**src/rtl/ep0_csr_pkg.sv**
```systemverilog
package ep0_csr_pkg;
  localparam int unsigned CSR_W    = 8;
  localparam int unsigned B_OUTRDY = 0;
  localparam int unsigned B_INRDY  = 1;
  localparam int unsigned B_STLSNT = 2;
  localparam int unsigned B_DEND   = 3;
  localparam int unsigned B_SEND   = 4;
  localparam int unsigned B_STALL  = 5;
  localparam int unsigned B_SVCOUT = 6;
  localparam int unsigned B_SVCSE  = 7;
  // hardware-set flags held in the generic flag array
  localparam int unsigned NHW      = 3;
  localparam int unsigned HW_OUT   = 0;
  localparam int unsigned HW_STL   = 1;
  localparam int unsigned HW_SE    = 2;
endpackage

```
**src/rtl/ep0_hwflag.sv**
```systemverilog
module ep0_hwflag (
  input  logic clk,
  input  logic rst_n,
  input  logic set_i,
  input  logic clr_i,
  output logic nxt_o,
  output logic q_o
);
  logic q;

  always_comb begin
    if (set_i)      nxt_o = 1'b1;
    else if (clr_i) nxt_o = 1'b0;
    else            nxt_o = q;
  end

  always_ff @(posedge clk) begin
    if (!rst_n) q <= 1'b0;
    else        q <= nxt_o;
  end

  assign q_o = q;

  // a hardware set is never lost to a firmware clear
  p_set_wins_r3: assert property (@(posedge clk) disable iff (!rst_n)
    set_i |=> q_o);
  p_clear_r5: assert property (@(posedge clk) disable iff (!rst_n)
    (clr_i && !set_i) |=> !q_o);
endmodule

```
**src/rtl/ep0_irq_gen.sv**
```systemverilog
module ep0_irq_gen #(
  parameter int unsigned N         = 4,
  parameter logic [N-1:0] RISE_MSK = '0,
  parameter logic [N-1:0] FALL_MSK = '0
) (
  input  logic         clk,
  input  logic         rst_n,
  input  logic [N-1:0] cur_i,
  input  logic [N-1:0] nxt_i,
  output logic         irq_o
);
  logic [N-1:0] edge_v;
  logic         irq_q;

  for (genvar i = 0; i < N; i++) begin : g_edge
    if (RISE_MSK[i] && FALL_MSK[i]) begin : g_both
      assign edge_v[i] = nxt_i[i] ^ cur_i[i];
    end else if (RISE_MSK[i]) begin : g_rise
      assign edge_v[i] = nxt_i[i] & ~cur_i[i];
    end else if (FALL_MSK[i]) begin : g_fall
      assign edge_v[i] = ~nxt_i[i] & cur_i[i];
    end else begin : g_none
      assign edge_v[i] = 1'b0;
    end
  end

  always_ff @(posedge clk) begin
    if (!rst_n) irq_q <= 1'b0;
    else        irq_q <= |edge_v;
  end

  assign irq_o = irq_q;
endmodule

```
**src/rtl/ep0_ctl_reg.sv**
```systemverilog
module ep0_ctl_reg
  import ep0_csr_pkg::*;
#(
  parameter int unsigned IDX_W = 4
) (
  input  logic             clk,
  input  logic             rst_n,
  input  logic             bus_rd,
  input  logic             bus_wr,
  input  logic [IDX_W-1:0] bus_idx,
  input  logic [CSR_W-1:0] bus_wdata,
  output logic [CSR_W-1:0] bus_rdata,
  input  logic             ev_rx_pkt,
  input  logic             ev_tx_done,
  input  logic             ev_stall_sent,
  input  logic             ev_ctl_end,
  input  logic             ev_status_done,
  output logic             in_ready,
  output logic             send_stall,
  output logic             data_end,
  output logic             irq
);
  localparam int unsigned NIRQ = NHW + 1;
  localparam logic [NIRQ-1:0] RISE = NIRQ'((1 << HW_OUT) | (1 << HW_SE));
  localparam logic [NIRQ-1:0] FALL = NIRQ'(1 << NHW);

  logic sel, wr_en, rd_en;
  assign sel   = (bus_idx == '0);
  assign wr_en = bus_wr & sel;
  assign rd_en = bus_rd & sel;

  logic in_q, in_n, de_q, stall_q, se_set;
  logic [NHW-1:0] hw_set, hw_clr, hw_nxt, hw_q;

  assign se_set = ev_ctl_end & ~de_q;

  always_comb begin
    hw_set = '0;
    hw_clr = '0;
    hw_set[HW_OUT] = ev_rx_pkt;
    hw_clr[HW_OUT] = wr_en & bus_wdata[B_SVCOUT];
    hw_set[HW_STL] = ev_stall_sent;
    hw_clr[HW_STL] = wr_en & ~bus_wdata[B_STLSNT];
    hw_set[HW_SE]  = se_set;
    hw_clr[HW_SE]  = wr_en & bus_wdata[B_SVCSE];
  end

  for (genvar i = 0; i < NHW; i++) begin : g_flag
    ep0_hwflag u_flag (
      .clk   (clk),
      .rst_n (rst_n),
      .set_i (hw_set[i]),
      .clr_i (hw_clr[i]),
      .nxt_o (hw_nxt[i]),
      .q_o   (hw_q[i])
    );
  end

  // IN-ready: firmware set wins over transmit-done in the same cycle
  always_comb begin
    if (wr_en && bus_wdata[B_INRDY]) in_n = 1'b1;
    else if (ev_tx_done)             in_n = 1'b0;
    else                             in_n = in_q;
  end

  always_ff @(posedge clk) begin
    if (!rst_n) begin
      in_q    <= 1'b0;
      de_q    <= 1'b0;
      stall_q <= 1'b0;
    end else begin
      in_q <= in_n;
      if (ev_status_done || ev_ctl_end)   de_q <= 1'b0;
      else if (wr_en && bus_wdata[B_DEND]) de_q <= 1'b1;
      stall_q <= !stall_q && wr_en && bus_wdata[B_STALL];
    end
  end

  ep0_irq_gen #(
    .N        (NIRQ),
    .RISE_MSK (RISE),
    .FALL_MSK (FALL)
  ) u_irq (
    .clk   (clk),
    .rst_n (rst_n),
    .cur_i ({in_q, hw_q}),
    .nxt_i ({in_n, hw_nxt}),
    .irq_o (irq)
  );

  logic [CSR_W-1:0] csr;
  always_comb begin
    csr           = '0;
    csr[B_OUTRDY] = hw_q[HW_OUT];
    csr[B_INRDY]  = in_q;
    csr[B_STLSNT] = hw_q[HW_STL];
    csr[B_DEND]   = de_q;
    csr[B_SEND]   = hw_q[HW_SE];
    csr[B_STALL]  = stall_q;
  end

  assign bus_rdata  = rd_en ? csr : '0;
  assign in_ready   = in_q;
  assign data_end   = de_q;
  assign send_stall = stall_q;

  p_out_irq_r2: assert property (@(posedge clk) disable iff (!rst_n)
    $rose(bus_rdata[B_OUTRDY] | hw_q[HW_OUT]) && !$past(hw_q[HW_OUT]) |-> irq);
  p_in_fall_irq_r4: assert property (@(posedge clk) disable iff (!rst_n)
    $fell(in_ready) |-> irq);
  p_se_irq_r7: assert property (@(posedge clk) disable iff (!rst_n)
    $rose(hw_q[HW_SE]) |-> irq);
  p_de_clear_r6: assert property (@(posedge clk) disable iff (!rst_n)
    (ev_status_done || ev_ctl_end) |=> !data_end);
  p_stall_once_r8: assert property (@(posedge clk) disable iff (!rst_n)
    send_stall |=> !send_stall);
  p_idx_ignore_r9: assert property (@(posedge clk) disable iff (!rst_n)
    (bus_wr && !sel && !ev_rx_pkt && !ev_tx_done && !ev_stall_sent &&
     !ev_ctl_end && !ev_status_done && !send_stall)
    |=> $stable({in_ready, data_end, send_stall, hw_q}));
  p_idx_read_r9: assert property (@(posedge clk) disable iff (!rst_n)
    !sel |-> (bus_rdata == '0));
  p_svc_zero_r3: assert property (@(posedge clk) disable iff (!rst_n)
    bus_rdata[B_SVCOUT] == 1'b0 && bus_rdata[B_SVCSE] == 1'b0);
endmodule

```
**config.mk**
```make
export PLATFORM = sky130hd
export DESIGN_NAME = ep0_ctl_reg
export DESIGN_NICKNAME = d
export VERILOG_FILES = /design/src/rtl/ep0_csr_pkg.sv /design/src/rtl/ep0_hwflag.sv /design/src/rtl/ep0_irq_gen.sv /design/src/rtl/ep0_ctl_reg.sv
export SDC_FILE = /design/constraint.sdc
export NUM_CORES = 1
export LEC_CHECK = 0
export BUFFER_PORTS_ARGS = -buffer_cell sky130_fd_sc_hd__buf_2
export CAP_MARGIN = 20
export CORE_AREA = 2 2 39 41
export CTS_BUF_LIST = sky130_fd_sc_hd__clkbuf_2 sky130_fd_sc_hd__clkbuf_4 sky130_fd_sc_hd__clkbuf_8
export DETAILED_ROUTE_END_ITERATION = 8
export DIE_AREA = 0 0 41 43
export PLACE_DENSITY_LB_ADDON = 0.25
export REMOVE_ABC_BUFFERS = 1
export SKIP_CTS_REPAIR_TIMING = 1
export SKIP_LAST_GASP = 1
export SLEW_MARGIN = 40
export SYNTH_ARGS = -nofsm -noshare
export SYNTH_HDL_FRONTEND = slang
export SYNTH_SLANG_ARGS = --single-unit
```
**constraint.sdc**
```tcl
create_clock -name clk -period 1.4 [get_ports clk]
set_input_delay 0.35 -clock clk [delete_from_list [all_inputs] [get_ports clk]]
set_output_delay 0.35 -clock clk [all_outputs]
set_load 0.01 [all_outputs]
```
==> Word-level counts from Yosys, hierarchy flattened <==
Cells that the tools add are included.
{ "word_totals": {"mem_count": 0, "elab_cells": 41, "ramBits": 0, "reg_bits": 7, "latchBits": 0, "output_inout_bits": 12, "romBits": 0, "in_bits": 21} }
{ "op_classes": {"n_div": 0, "mul": 0, "addsub": 0, "n_reduce_logical": 10, "shifts": 0, "n_mux": 9, "n_eq_ne": 0, "bitwise_logic": 15, "n_lt_le_gt_ge": 0} }
{ "op_table": {"columns": ["operator", "count"], "rows": [
  ["bitwise AND 1 bit", 9],
  ["2-to-1 mux 1 bit", 8],
  ["2-to-1 mux 6 bit", 1],
  ["inverter 1 bit", 6],
  ["logical AND 1 bit", 4],
  ["logical NOT 4 bit", 1],
  ["OR reduction 3 bit", 1],
  ["nonzero test 2 bit", 1],
  ["OR reduction 2 bit", 1],
  ["logical NOT 1 bit", 1],
  ["logical OR 1 bit", 1]
]} }

==> Depth between registers and ports, before layout <==
{ "depth": {"depth_word": 7, "mapped_depth": 3, "depth_no_buf": 3} }

==> Modules after synthesis <==
A second synthesis with hierarchy kept.
{ "hier_totals": {"hier_cells": 46, "area_unflattened_um2": 429.2} }
{ "by_module_without_submodules": {"columns": ["mod", "cells_each", "area_per_inst_um2", "seq_area_each_um2", "instances"], "rows": [
  ["ep0_ctl_reg", 29, 239.0, 60.1, 1],
  ["ep0_hwflag", 4, 47.5, 20.0, 3],
  ["ep0_irq_gen", 5, 47.5, 20.0, 1]
]} }

==> Least setup slack after synthesis <==
OpenSTA, ideal clock, no wires.
{ "synth_path": {"path_kind": "input port to output port", "startpoint": "input port bus_idx[3]", "endpoint": "output port bus_rdata[0]", "setup_slack_ns": 0.086, "n_path_buf": 0, "t_arrival_ns": 0.964, "cell_stages": 2, "required_ns": 1.050, "cell_sequence": "nor4_4 and3_2"} }
{ "synth_between": {"elab_chain_len": 3} }
{ "synth_rtl": {"columns": ["element", "line_no", "text"], "rows": [
  ["from (decl)", "ep0_ctl_reg.sv:10", "input logic [IDX_W-1:0] bus_idx,"],
  ["logical NOT 4 bit", "ep0_ctl_reg.sv:28", "assign sel = (bus_idx == '0);"],
  ["bitwise AND 1 bit", "ep0_ctl_reg.sv:30", "assign rd_en = bus_rd & sel;"],
  ["2-to-1 mux 6 bit", "ep0_ctl_reg.sv:102", "assign bus_rdata = rd_en ? csr : '0;"],
  ["to (decl)", "ep0_ctl_reg.sv:12", "output logic [CSR_W-1:0] bus_rdata,"]
]} }
Every way passes these cells.

==> Worst setup path in the final report <==
{ "layout_path": {"startpoint": "input port bus_idx[0]", "endpoint": "output port bus_rdata[3]"} }
Same word-level chain as after synthesis.

==> flow_summary_export.csv <==
group,metric,value,unit
run_status,outcome,"finished, violations left",
run_status,failed_checks,"negative setup slack",
layout,area_growth,75.3,%
route,totalWireLength,943,um
grt,grt_antenna_before_repair,0,
min_path,min_delay_path_depth,2,
placed_design,portBuffers,28,
min_path,min_from,"ev_status_done",
synth,ys_types,19,
worst_setup_path,cp_slowest_cell,"nor4_4",
clocking,cts_sinks,7,
worst_setup_path,reg2reg_to,"u_irq.irq_o",
run,max_cap_viol_count,0,
timing,max_freq,663,MHz
clocking,htree_num_levels,1,
timing,rsz0062_at_grt,"true",
timing,slew_viol_final,0,
worst_setup_path,path_class,"primary input to output port",
timing,finalWorstSetupSlack,-0.108,ns
worst_setup_path,rr_startpoint,"data_end",
die,pin_count,33,
die,dieArea,0.00176,mm2
power_and_ir_drop,worst_ir_drop_vdd,424,uV
route,avgViaCountPerCell,4.48,
die,core_area,0.00138,mm2
worst_setup_path,arrival,1.16,ns
die,fp.dieH,43,um
clocking,clockRootBuffer,"clkbuf_4",
layout,final_nets,92,
worst_setup_path,r2r_setup_slack,0.57,ns
power_and_ir_drop,leakage,0.302,nW
worst_setup_path,critPathMaxFanout,8,
synth,syn_avg_cell_area,9.71,um2
grt,grt_max_degree,10,
placed_design,dp_cells,81,
route,route.detailed.wl_per_inst,11.0,um
layout,fill_cells,143,
synth,synth_area,359,um2
worst_setup_path,critical_path_buf_inv_count,3,
die,rows,14,
power_and_ir_drop,power_density,773,mW/mm2
die,die_w,41,um
clocking,cts_buffers,3,
grt,overflow,0,
grt,grt_usage,0.122,
clocking,clk_pin_slew_worst_paths,0.05,ns
clocking,clockBufferDepth,2,
die,floorplan.initialDensity,0.259,
route,drc,0,
worst_setup_path,critical_path.top_delay_family,"simple AND/OR/NAND/NOR gates",
grt,grt_pass1_wl,1430,um
worst_setup_path,reg2reg_depth,3,
route,drtAntennaViolNets,0,
min_path,worstHoldEndpoint,"data_end",
worst_setup_path,worstPathCellList,"buf_6 > nor4_4 > buf_6 > and3_4 > buf_6",
timing,period_needed,1.51,ns
clocking,cts_tree,"built",
layout,layout-drive-gt1-share,0.629,
layout,antennaDiodeCount,0,
worst_setup_path,critPathMostFrequentCell,"buf_6",
placed_design,routabilityCongestion,0.700,
route,dr.pass1.iters,2,
worst_setup_path,cpPeakStageDelay,0.27,ns
timing,hold_ws,0.264,ns
worst_setup_path,crit_path_start_kind,"primary input",
synth,ys_seq_elements,7,
min_path,min_path_type,"primary input to flip-flop",
worst_setup_path,required,1.05,ns
timing,setup_tns,-0.605,ns
timing,fin_crit_sh,1.08,
worst_setup_path,end_kind,"output port",
route,via_count,385,
route,dr.first_iter.drc_count,7,
synth,synthCells,37,
grt,first_global_vias,345,
clocking,clock_latency,0.25,ns
layout,final_cell_count_no_fill,86,
timing,skew,0.000873,ns
timing,setup_violations,6,
timing,hold_viol_final,0,
synth,synth-seq-area-share,0.390,
synth,ys_warn_count,0,
-- layer usage --
layer  vias to the layer above  track usage  wire length (um)
met2                        16        0.150               420
li1                        201            -                 -
met4                         0       0.0800                 4
met5                         -            0                 0
met1                       166        0.178               428
met3                         2       0.0314                90
-- cell usage after synthesis --
| cell | n | share of area |
|---|---|---|
| a31oi_1 | 3 | 0.052 |
| o21a_1 | 1 | 0.021 |
| nor2b_1 | 2 | 0.035 |
| o22ai_1 | 1 | 0.017 |
| and2_4 | 1 | 0.024 |
| o2bb2ai_1 | 1 | 0.024 |
| nor2_1 | 1 | 0.010 |
| and4b_1 | 1 | 0.028 |
| dfxtp_1 | 7 | 0.39 |
| buf_4 | 2 | 0.042 |
| o21ai_0 | 3 | 0.042 |
| inv_1 | 1 | 0.010 |
| nor4b_2 | 1 | 0.042 |
| nand3_1 | 1 | 0.014 |
| nand2b_1 | 1 | 0.017 |
| a21oi_1 | 1 | 0.014 |
| and3_2 | 7 | 0.15 |
| conb_1 | 1 | 0.010 |
| nor4_4 | 1 | 0.059 |
-- placed cells by master (no fill, tap or decap) --
master and n:
buf_2 20, nor2_1 1, o21a_1 1, buf_4 1
nand2b_1 1, a31oi_1 3, o2bb2ai_1 1, conb_1 2
and3_2 1, and2_4 1, nor2b_1 2, dfxtp_1 7
nor4_4 1, inv_1 1, nor4b_2 1, a21oi_1 1
nand3_1 1, clkbuf_4 4, and3_4 6, buf_6 9
o22ai_1 1, o21ai_0 3, and4b_1 1
-- area by class of cell --
type / count / area [um2] / share of cell area
Timing Repair Buffer: 30 / 209 / 0.332
Multi-Input combinational cell: 28 / 226 / 0.360
Inverter: 1 / 3.75 / 0.00596
Sequential cell: 7 / 140 / 0.223
Tap cell: 16 / 20.0 / 0.0318
Clock buffer: 4 / 30.0 / 0.0477
-- how the worst max path moves through the flow --
stage / start / end / slack (ns) / depth (start not counted)
4_1_cts: bus_idx[3] / bus_rdata[3] / -0.16 / 5
6_report: bus_idx[0] / bus_rdata[3] / -0.11 / 5
2_1_floorplan: bus_idx[3] / bus_rdata[0] / 0.09 / 2
5_1_grt: bus_idx[0] / bus_rdata[3] / -0.14 / 5
3_3_place_gp: bus_idx[3] / bus_rdata[3] / -0.15 / 5
3_5_place_dp: bus_idx[3] / bus_rdata[4] / -0.15 / 5
-- cell families after synthesis --
family,after synthesis,synth area share
and+or+nand+nor,16,0.376
other,1,0.0104
DFF,7,0.390
buffers and inverters,3,0.0522
AOI/OAI and AO/OA,10,0.171
-- state kept, by name, summed over array words and instances (netlist names) --
signal and cells:
data_end 1, send_stall 1, g_flag.u_flag.q_o 3, in_ready 1, u_irq.irq_o 1
-- per-stage QoR --
stage	cell area, um2	setup WS [ns]	utilization	power [mW]
2_1_floorplan	348	0.0858	-	0.238
3_3_place_gp	515	-0.149	0.373	0.280
3_5_place_dp	515	-0.149	0.373	0.280
4_1_cts	546	-0.157	0.394	0.487
5_1_grt	629	-0.142	0.455	0.512
6_report	629	-0.108	0.455	0.487
-- power by group --
group	internal, mW	switching, mW	leakage (nW)	total [mW]
clock network	0.128	0.0741	0.0184	0.202
registers	0.209	0.00475	0.0577	0.213
logic	0.0383	0.0328	0.226	0.0711
(Power assumes the default switching activity.)
